## config.mk

```make
export PLATFORM = sky130hd
export DESIGN_NAME = cal_trig_seq
export DESIGN_NICKNAME = d
export VERILOG_FILES = /design/src/rtl/cal_seq_pkg.sv /design/src/rtl/cal_req_qual.sv /design/src/rtl/cal_delay_timer.sv /design/src/rtl/cal_run_timer.sv /design/src/rtl/cal_trig_seq.sv
export SDC_FILE = /design/constraint.sdc
export NUM_CORES = 1
export LEC_CHECK = 0
export BUFFER_PORTS_ARGS = -buffer_cell sky130_fd_sc_hd__buf_2
export CAP_MARGIN = 10
export CORE_MARGIN = 8
export CORE_UTILIZATION = 35
export DETAILED_ROUTE_END_ITERATION = 16
export GPL_TIMING_DRIVEN = 1
export PLACE_DENSITY = 0.62
export SLEW_MARGIN = 20
export SYNTH_ARGS = -nofsm -noshare
export SYNTH_HDL_FRONTEND = slang
export SYNTH_SLANG_ARGS = --single-unit
```

## constraint.sdc

```tcl
create_clock -name clk_i -period 4.9 [get_ports clk_i]
set_input_delay 0.735 -clock clk_i [delete_from_list [all_inputs] [get_ports clk_i]]
set_output_delay 0.735 -clock clk_i [all_outputs]
set_load 0.01 [all_outputs]
```

## src/rtl/cal_seq_pkg.sv

```systemverilog
package cal_seq_pkg;
  typedef enum logic [1:0] {
    ST_PWRDN = 2'd0,
    ST_WAIT  = 2'd1,
    ST_IDLE  = 2'd2,
    ST_RUN   = 2'd3
  } cal_state_e;
endpackage

```

## src/rtl/cal_req_qual.sv

```systemverilog
module cal_req_qual #(
  parameter int QUAL_CYCLES = 80
) (
  input  logic clk_i,
  input  logic rst_ni,
  input  logic en_i,
  input  logic req_i,
  output logic fire_o
);
  localparam int W = $clog2(QUAL_CYCLES + 1);
  localparam logic [W-1:0] QMAX  = W'(QUAL_CYCLES);
  localparam logic [W-1:0] QLAST = W'(QUAL_CYCLES - 1);
  localparam logic [W-1:0] ONE   = W'(1);

  logic [W-1:0] low_q, high_q;

  always_ff @(posedge clk_i or negedge rst_ni) begin
    if (!rst_ni) begin
      low_q  <= '0;
      high_q <= '0;
    end else if (!en_i) begin
      low_q  <= '0;
      high_q <= '0;
    end else if (req_i) begin
      if (low_q != QMAX) low_q <= '0;          // high without full low phase
      else if (high_q != QMAX) high_q <= high_q + ONE;
    end else begin
      high_q <= '0;
      if (high_q != '0) low_q <= ONE;          // short high: low phase restarts
      else if (low_q != QMAX) low_q <= low_q + ONE;
    end
  end

  assign fire_o = en_i && req_i && (low_q == QMAX) && (high_q == QLAST);

  assert_high_needs_low_R8: assert property (@(posedge clk_i) disable iff (!rst_ni)
    (high_q != '0) |-> (low_q == QMAX));

  assert_disabled_clear_R9: assert property (@(posedge clk_i) disable iff (!rst_ni)
    !en_i |=> (low_q == '0 && high_q == '0));
endmodule

```

## src/rtl/cal_delay_timer.sv

```systemverilog
module cal_delay_timer #(
  parameter int SHORT_DLY = 1024,
  parameter int LONG_DLY  = 65536
) (
  input  logic clk_i,
  input  logic rst_ni,
  input  logic en_i,
  input  logic long_i,
  output logic expire_o
);
  localparam int MAXD = (LONG_DLY > SHORT_DLY) ? LONG_DLY : SHORT_DLY;
  localparam int W = $clog2(MAXD + 1);
  localparam logic [W-1:0] SHORT_LAST = W'(SHORT_DLY - 1);
  localparam logic [W-1:0] LONG_LAST  = W'(LONG_DLY - 1);

  logic [W-1:0] cnt_q;
  logic [W-1:0] lim;

  assign lim      = long_i ? LONG_LAST : SHORT_LAST;
  assign expire_o = en_i && (cnt_q >= lim);

  always_ff @(posedge clk_i or negedge rst_ni) begin
    if (!rst_ni)           cnt_q <= '0;
    else if (!en_i)        cnt_q <= '0;
    else if (!expire_o)    cnt_q <= cnt_q + W'(1);
  end

  assert_cnt_bound_R3: assert property (@(posedge clk_i) disable iff (!rst_ni)
    en_i |-> (cnt_q <= LONG_LAST || cnt_q <= SHORT_LAST));
endmodule

```

## src/rtl/cal_run_timer.sv

```systemverilog
module cal_run_timer #(
  parameter int CAL_CYCLES = 4096
) (
  input  logic clk_i,
  input  logic rst_ni,
  input  logic en_i,
  output logic expire_o
);
  localparam int W = $clog2(CAL_CYCLES + 1);
  localparam logic [W-1:0] LAST = W'(CAL_CYCLES - 1);

  logic [W-1:0] cnt_q;

  assign expire_o = en_i && (cnt_q == LAST);

  always_ff @(posedge clk_i or negedge rst_ni) begin
    if (!rst_ni)        cnt_q <= '0;
    else if (!en_i)     cnt_q <= '0;
    else if (!expire_o) cnt_q <= cnt_q + W'(1);
  end

  assert_run_cnt_bound_R5: assert property (@(posedge clk_i) disable iff (!rst_ni)
    cnt_q <= LAST);
endmodule

```

## src/rtl/cal_trig_seq.sv

```systemverilog
module cal_trig_seq
  import cal_seq_pkg::*;
#(
  parameter int QUAL_CYCLES = 80,
  parameter int SHORT_DLY   = 1024,
  parameter int LONG_DLY    = 65536,
  parameter int CAL_CYCLES  = 4096
) (
  input  logic clk_i,
  input  logic rst_ni,
  input  logic cal_req_i,
  input  logic pwr_dn_i,
  input  logic dly_sel_i,
  input  logic ext_ctl_i,
  output logic cal_run_o,
  output logic cal_start_o,
  output logic cal_done_o
);
  cal_state_e state_q, state_d;
  logic dly_exp, run_exp, cmd_fire;
  logic start_q, done_q;

  cal_delay_timer #(.SHORT_DLY(SHORT_DLY), .LONG_DLY(LONG_DLY)) i_dly (
    .clk_i    (clk_i),
    .rst_ni   (rst_ni),
    .en_i     (state_q == ST_WAIT),
    .long_i   (dly_sel_i && !ext_ctl_i),
    .expire_o (dly_exp)
  );

  cal_run_timer #(.CAL_CYCLES(CAL_CYCLES)) i_run (
    .clk_i    (clk_i),
    .rst_ni   (rst_ni),
    .en_i     (state_q == ST_RUN),
    .expire_o (run_exp)
  );

  cal_req_qual #(.QUAL_CYCLES(QUAL_CYCLES)) i_qual (
    .clk_i  (clk_i),
    .rst_ni (rst_ni),
    .en_i   (state_q == ST_IDLE),
    .req_i  (cal_req_i),
    .fire_o (cmd_fire)
  );

  always_comb begin
    state_d = state_q;
    if (pwr_dn_i) state_d = ST_PWRDN;
    else begin
      unique case (state_q)
        ST_PWRDN: state_d = ST_WAIT;
        ST_WAIT:  if (dly_exp)  state_d = ST_RUN;
        ST_IDLE:  if (cmd_fire) state_d = ST_RUN;
        ST_RUN:   if (run_exp)  state_d = ST_IDLE;
        default:  state_d = ST_PWRDN;
      endcase
    end
  end

  always_ff @(posedge clk_i or negedge rst_ni) begin
    if (!rst_ni) begin
      state_q <= ST_WAIT;
      start_q <= 1'b0;
      done_q  <= 1'b0;
    end else begin
      state_q <= state_d;
      start_q <= (state_q != ST_RUN) && (state_d == ST_RUN);
      done_q  <= (state_q == ST_RUN) && (state_d == ST_IDLE);
    end
  end

  assign cal_run_o   = (state_q == ST_RUN);
  assign cal_start_o = start_q;
  assign cal_done_o  = done_q;

  assert_start_first_R5: assert property (@(posedge clk_i) disable iff (!rst_ni)
    cal_start_o |-> (cal_run_o && !$past(cal_run_o)));

  assert_done_after_R5: assert property (@(posedge clk_i) disable iff (!rst_ni)
    cal_done_o |-> (!cal_run_o && $past(cal_run_o)));

  assert_rise_has_start_R5: assert property (@(posedge clk_i) disable iff (!rst_ni)
    $rose(cal_run_o) |-> cal_start_o);

  assert_pd_stops_R10: assert property (@(posedge clk_i) disable iff (!rst_ni)
    pwr_dn_i |=> (!cal_run_o && !cal_done_o && !cal_start_o));

  assert_cmd_on_high_R6: assert property (@(posedge clk_i) disable iff (!rst_ni)
    (state_q == ST_RUN && $past(state_q) == ST_IDLE) |-> $past(cal_req_i));
endmodule

```

==> impl_metrics.toml <==
[drt]
ant_nets = 0
routedWlPerCell_microns = 12.5
first_pass_iters = 4
vias = 2014
drt-vias-per-instance = 5.20
initialDrtViolationCount = 113
drc = 0
postRouteWirelength_mm = 4.85

[sta]
fin_crit_ns = 3.01
hold_viol_final = 0
relSlewSlack = 0.411
tightest_slew_ns = 0.884
fmax_ghz = 0.333
setup_viol = 0
finalSetupTns_ns = 0
finalCritPeriodShare = 0.614
fin_ws_ns = 1.89
fin_worst_skew_ns = 0.0196
rsz0062_at_grt = "false"
final_max_slew_viol_count = 0

[synth]
seq_area_frac_synth = 0.459
synthMuxAreaShare = 0.0153
synth-compound-area-share = 0.123
synth_top_family_by_area = "simple AND/OR/NAND/NOR gates"
synthFlopType = "dfrtp_1"
syn-num-nets = 297
ys_top_cells_by_area = "dfrtp_1 45%, ha_1 5.7%, nor2_1 4.3%"
ys_warn_count = 0
synth_fa_ha_area_frac = 0.0573
syn-cell-area_sq_um = 2620
synth_top_cell_area_share = 0.449
synth.distinct_cells = 43
synth-xor-area-share = 0.0601
synthArstFlopShare = 1.00
yosysTopAreaCell = "dfrtp_1"
syn_avg_cell_area_sq_um = 9.40
ys_ff_latch = 48
yosys.area_share.simple = 0.253
synthCells = 279
synth_edf_count = 0

[power_and_ir_drop]
p_seq_frac = 0.602
sw_frac_of_total = 0.239
p_total_w = 0.000667
ir_drop_mv = 0.131
p_int_w = 0.000508
leakagePower_nw = 1.14
combPwrFrac = 0.038
p_clk_frac = 0.361
switchingPower_w = 0.000159
power_density_nw_per_um2 = 235

[placed_design]
gp_congestion = 0.741
dp_slack_ns = 1.59
hpwl_mm = 3.27
numPortBuffers = 8

[grt]
grt_pass1_vias = 1931
grt_use_total = 0.102
grt_max_degree = 49
grt_pass1_wl_mm = 8.71
antenna_found_initial = 0
gr-total-overflow = 0

[critical_path]
crit-reg2reg-capture = "i_dly.cnt_q[15]"
worstSetupPathType = "input pin to register"
worstSetupStartpointType = "input pin"
r2r_slack_ns = 2.24
cp-end-kind = "register"
reg2reg_from = "i_dly.cnt_q[14]"
crit_fanout = 33
crit_required_ns = 5.11
r2r_cells = 6
critPathArrivalTime_ns = 3.22

[floorplan]
core_area_sq_um = 7250
rows = 31
start_util = 0.361
die_area_sq_um = 10500
chipHeight_microns = 103
pin_count = 9
die_w_microns = 103

[cts]
cts_made_buffers = 5
tritoncts = "built"
htreeDepth = 2
clkLatencyLatePin_ns = 0.31
clockBufferDepth = 2
post_cts.repair.setup_buffers = 0
cts_hold_buf = 0
cts_resized = 0
clk_pin_slew_ns = 0.09
cts_root_buffer = "clkbuf_8"
numClockSinks = 48

[finish]
fillers = 737
syn_to_final_growth_pct = 8.35
n_antenna_cell = 0
final_common_cell = "dfrtp_1"
nets = 305
drive_gt1_frac = 0.0625
final_cell_mix = "47 x dfrtp_1, 30 x nor2_1, 21 x nand2_1"

[flow_run]
cap_violations = 0

[hold_path]
holdCritPathClass = "input pin to asynchronous set/reset pin"

[run_status]
status = "finished, final reports clean"
==> routing by layer <==
layer  vias up  track usage  wire length, microns
met2        14        0.157                  2160
met4         0       0.0372                    60
met5         -            0                     0
met3         5       0.0270                   125
li1       1023            -                     -
met1       972        0.135                  2510
==> cell families after synthesis <==
kind of cell | count (synthesis)
AOI/OAI and AO/OA | 53
xor gates and xnor gates | 18
adders and majority gates | 12
buffers and inverters | 20
DFF | 48
muxes | 4
and+or+nand+nor | 124
==> cells in the mapped netlist (all sizes together) (4+ instances only) <==
master	count
clkbuf	4
ha	12
xor2	8
nor4	7
o31ai	6
a31oi	4
nor3	5
nand3	17
or3	8
nand2b	5
or4	8
inv	12
buf	4
nand4	4
dfrtp	47
o21ai	12
nor2	30
xnor2	10
nand2	21
mux2i	4
a21oi	19
==> stage by stage <==
step	std cells	instance area, sq um	hold WS [ns]	util
after floorplan	279	2620	0.439	-
final	387	2840	0.506	0.392
after global placement	379	2750	0.512	0.379
after detailed placement	379	2750	0.517	0.379
after CTS	387	2840	0.531	0.392
after global routing	387	2840	0.558	0.392
==> worst max-delay path by stage <==
stage	from	to	slack, ns	cells after the start
3_5_place_dp	ext_ctl_i	i_dly.cnt_q[15]	1.59	8
6_report	ext_ctl_i	i_dly.cnt_q[15]	1.89	8
2_1_floorplan	ext_ctl_i	i_dly.cnt_q[11]	2.09	8
5_1_grt	ext_ctl_i	i_dly.cnt_q[15]	1.70	8
4_1_cts	ext_ctl_i	i_dly.cnt_q[15]	1.91	8
3_3_place_gp	ext_ctl_i	i_dly.cnt_q[12]	1.66	8
==> power by group through the flow <==
stage	Clock (W)	Sequential (W)	Combinational, W
3_3_place_gp	0	0.000409	0.0000256
6_report	0.000241	0.000401	0.0000252
2_1_floorplan	0	0.000409	0.0000122
4_1_cts	0.000250	0.000401	0.0000263
3_5_place_dp	0	0.000409	0.0000263
5_1_grt	0.000265	0.000402	0.0000299
==> worst max-delay path, stage by stage <==
cell and delay, ns:
buf_2 0.09, nand2b_1 0.24, ha_1 0.34, a21o_1 0.16
a211o_1 0.28, a211o_1 0.60, or4_1 0.62, a21oi_1 0.15
==> cell type report <==
cell class,count,area (sq um),area share
multi-input cells,211,1330,0.469
flip-flops and latches,48,1200,0.423
well taps,99,124,0.0436
clock buffers,6,72.6,0.0256
repair buffers,9,47.5,0.0167
inverters,12,45.0,0.0159
clock inverters,2,16.3,0.00573
==> flip-flops by register name, summed over array words and instances, names as in the netlist <==
| register | count |
|---|---|
| i_run.cnt_q | 13 |
| i_qual.high_q | 7 |
| state_q | 2 |
| cal_done_o | 1 |
| i_dly.cnt_q | 17 |
| i_qual.low_q | 7 |
| cal_start_o | 1 |
(Power assumes the default switching activity.)
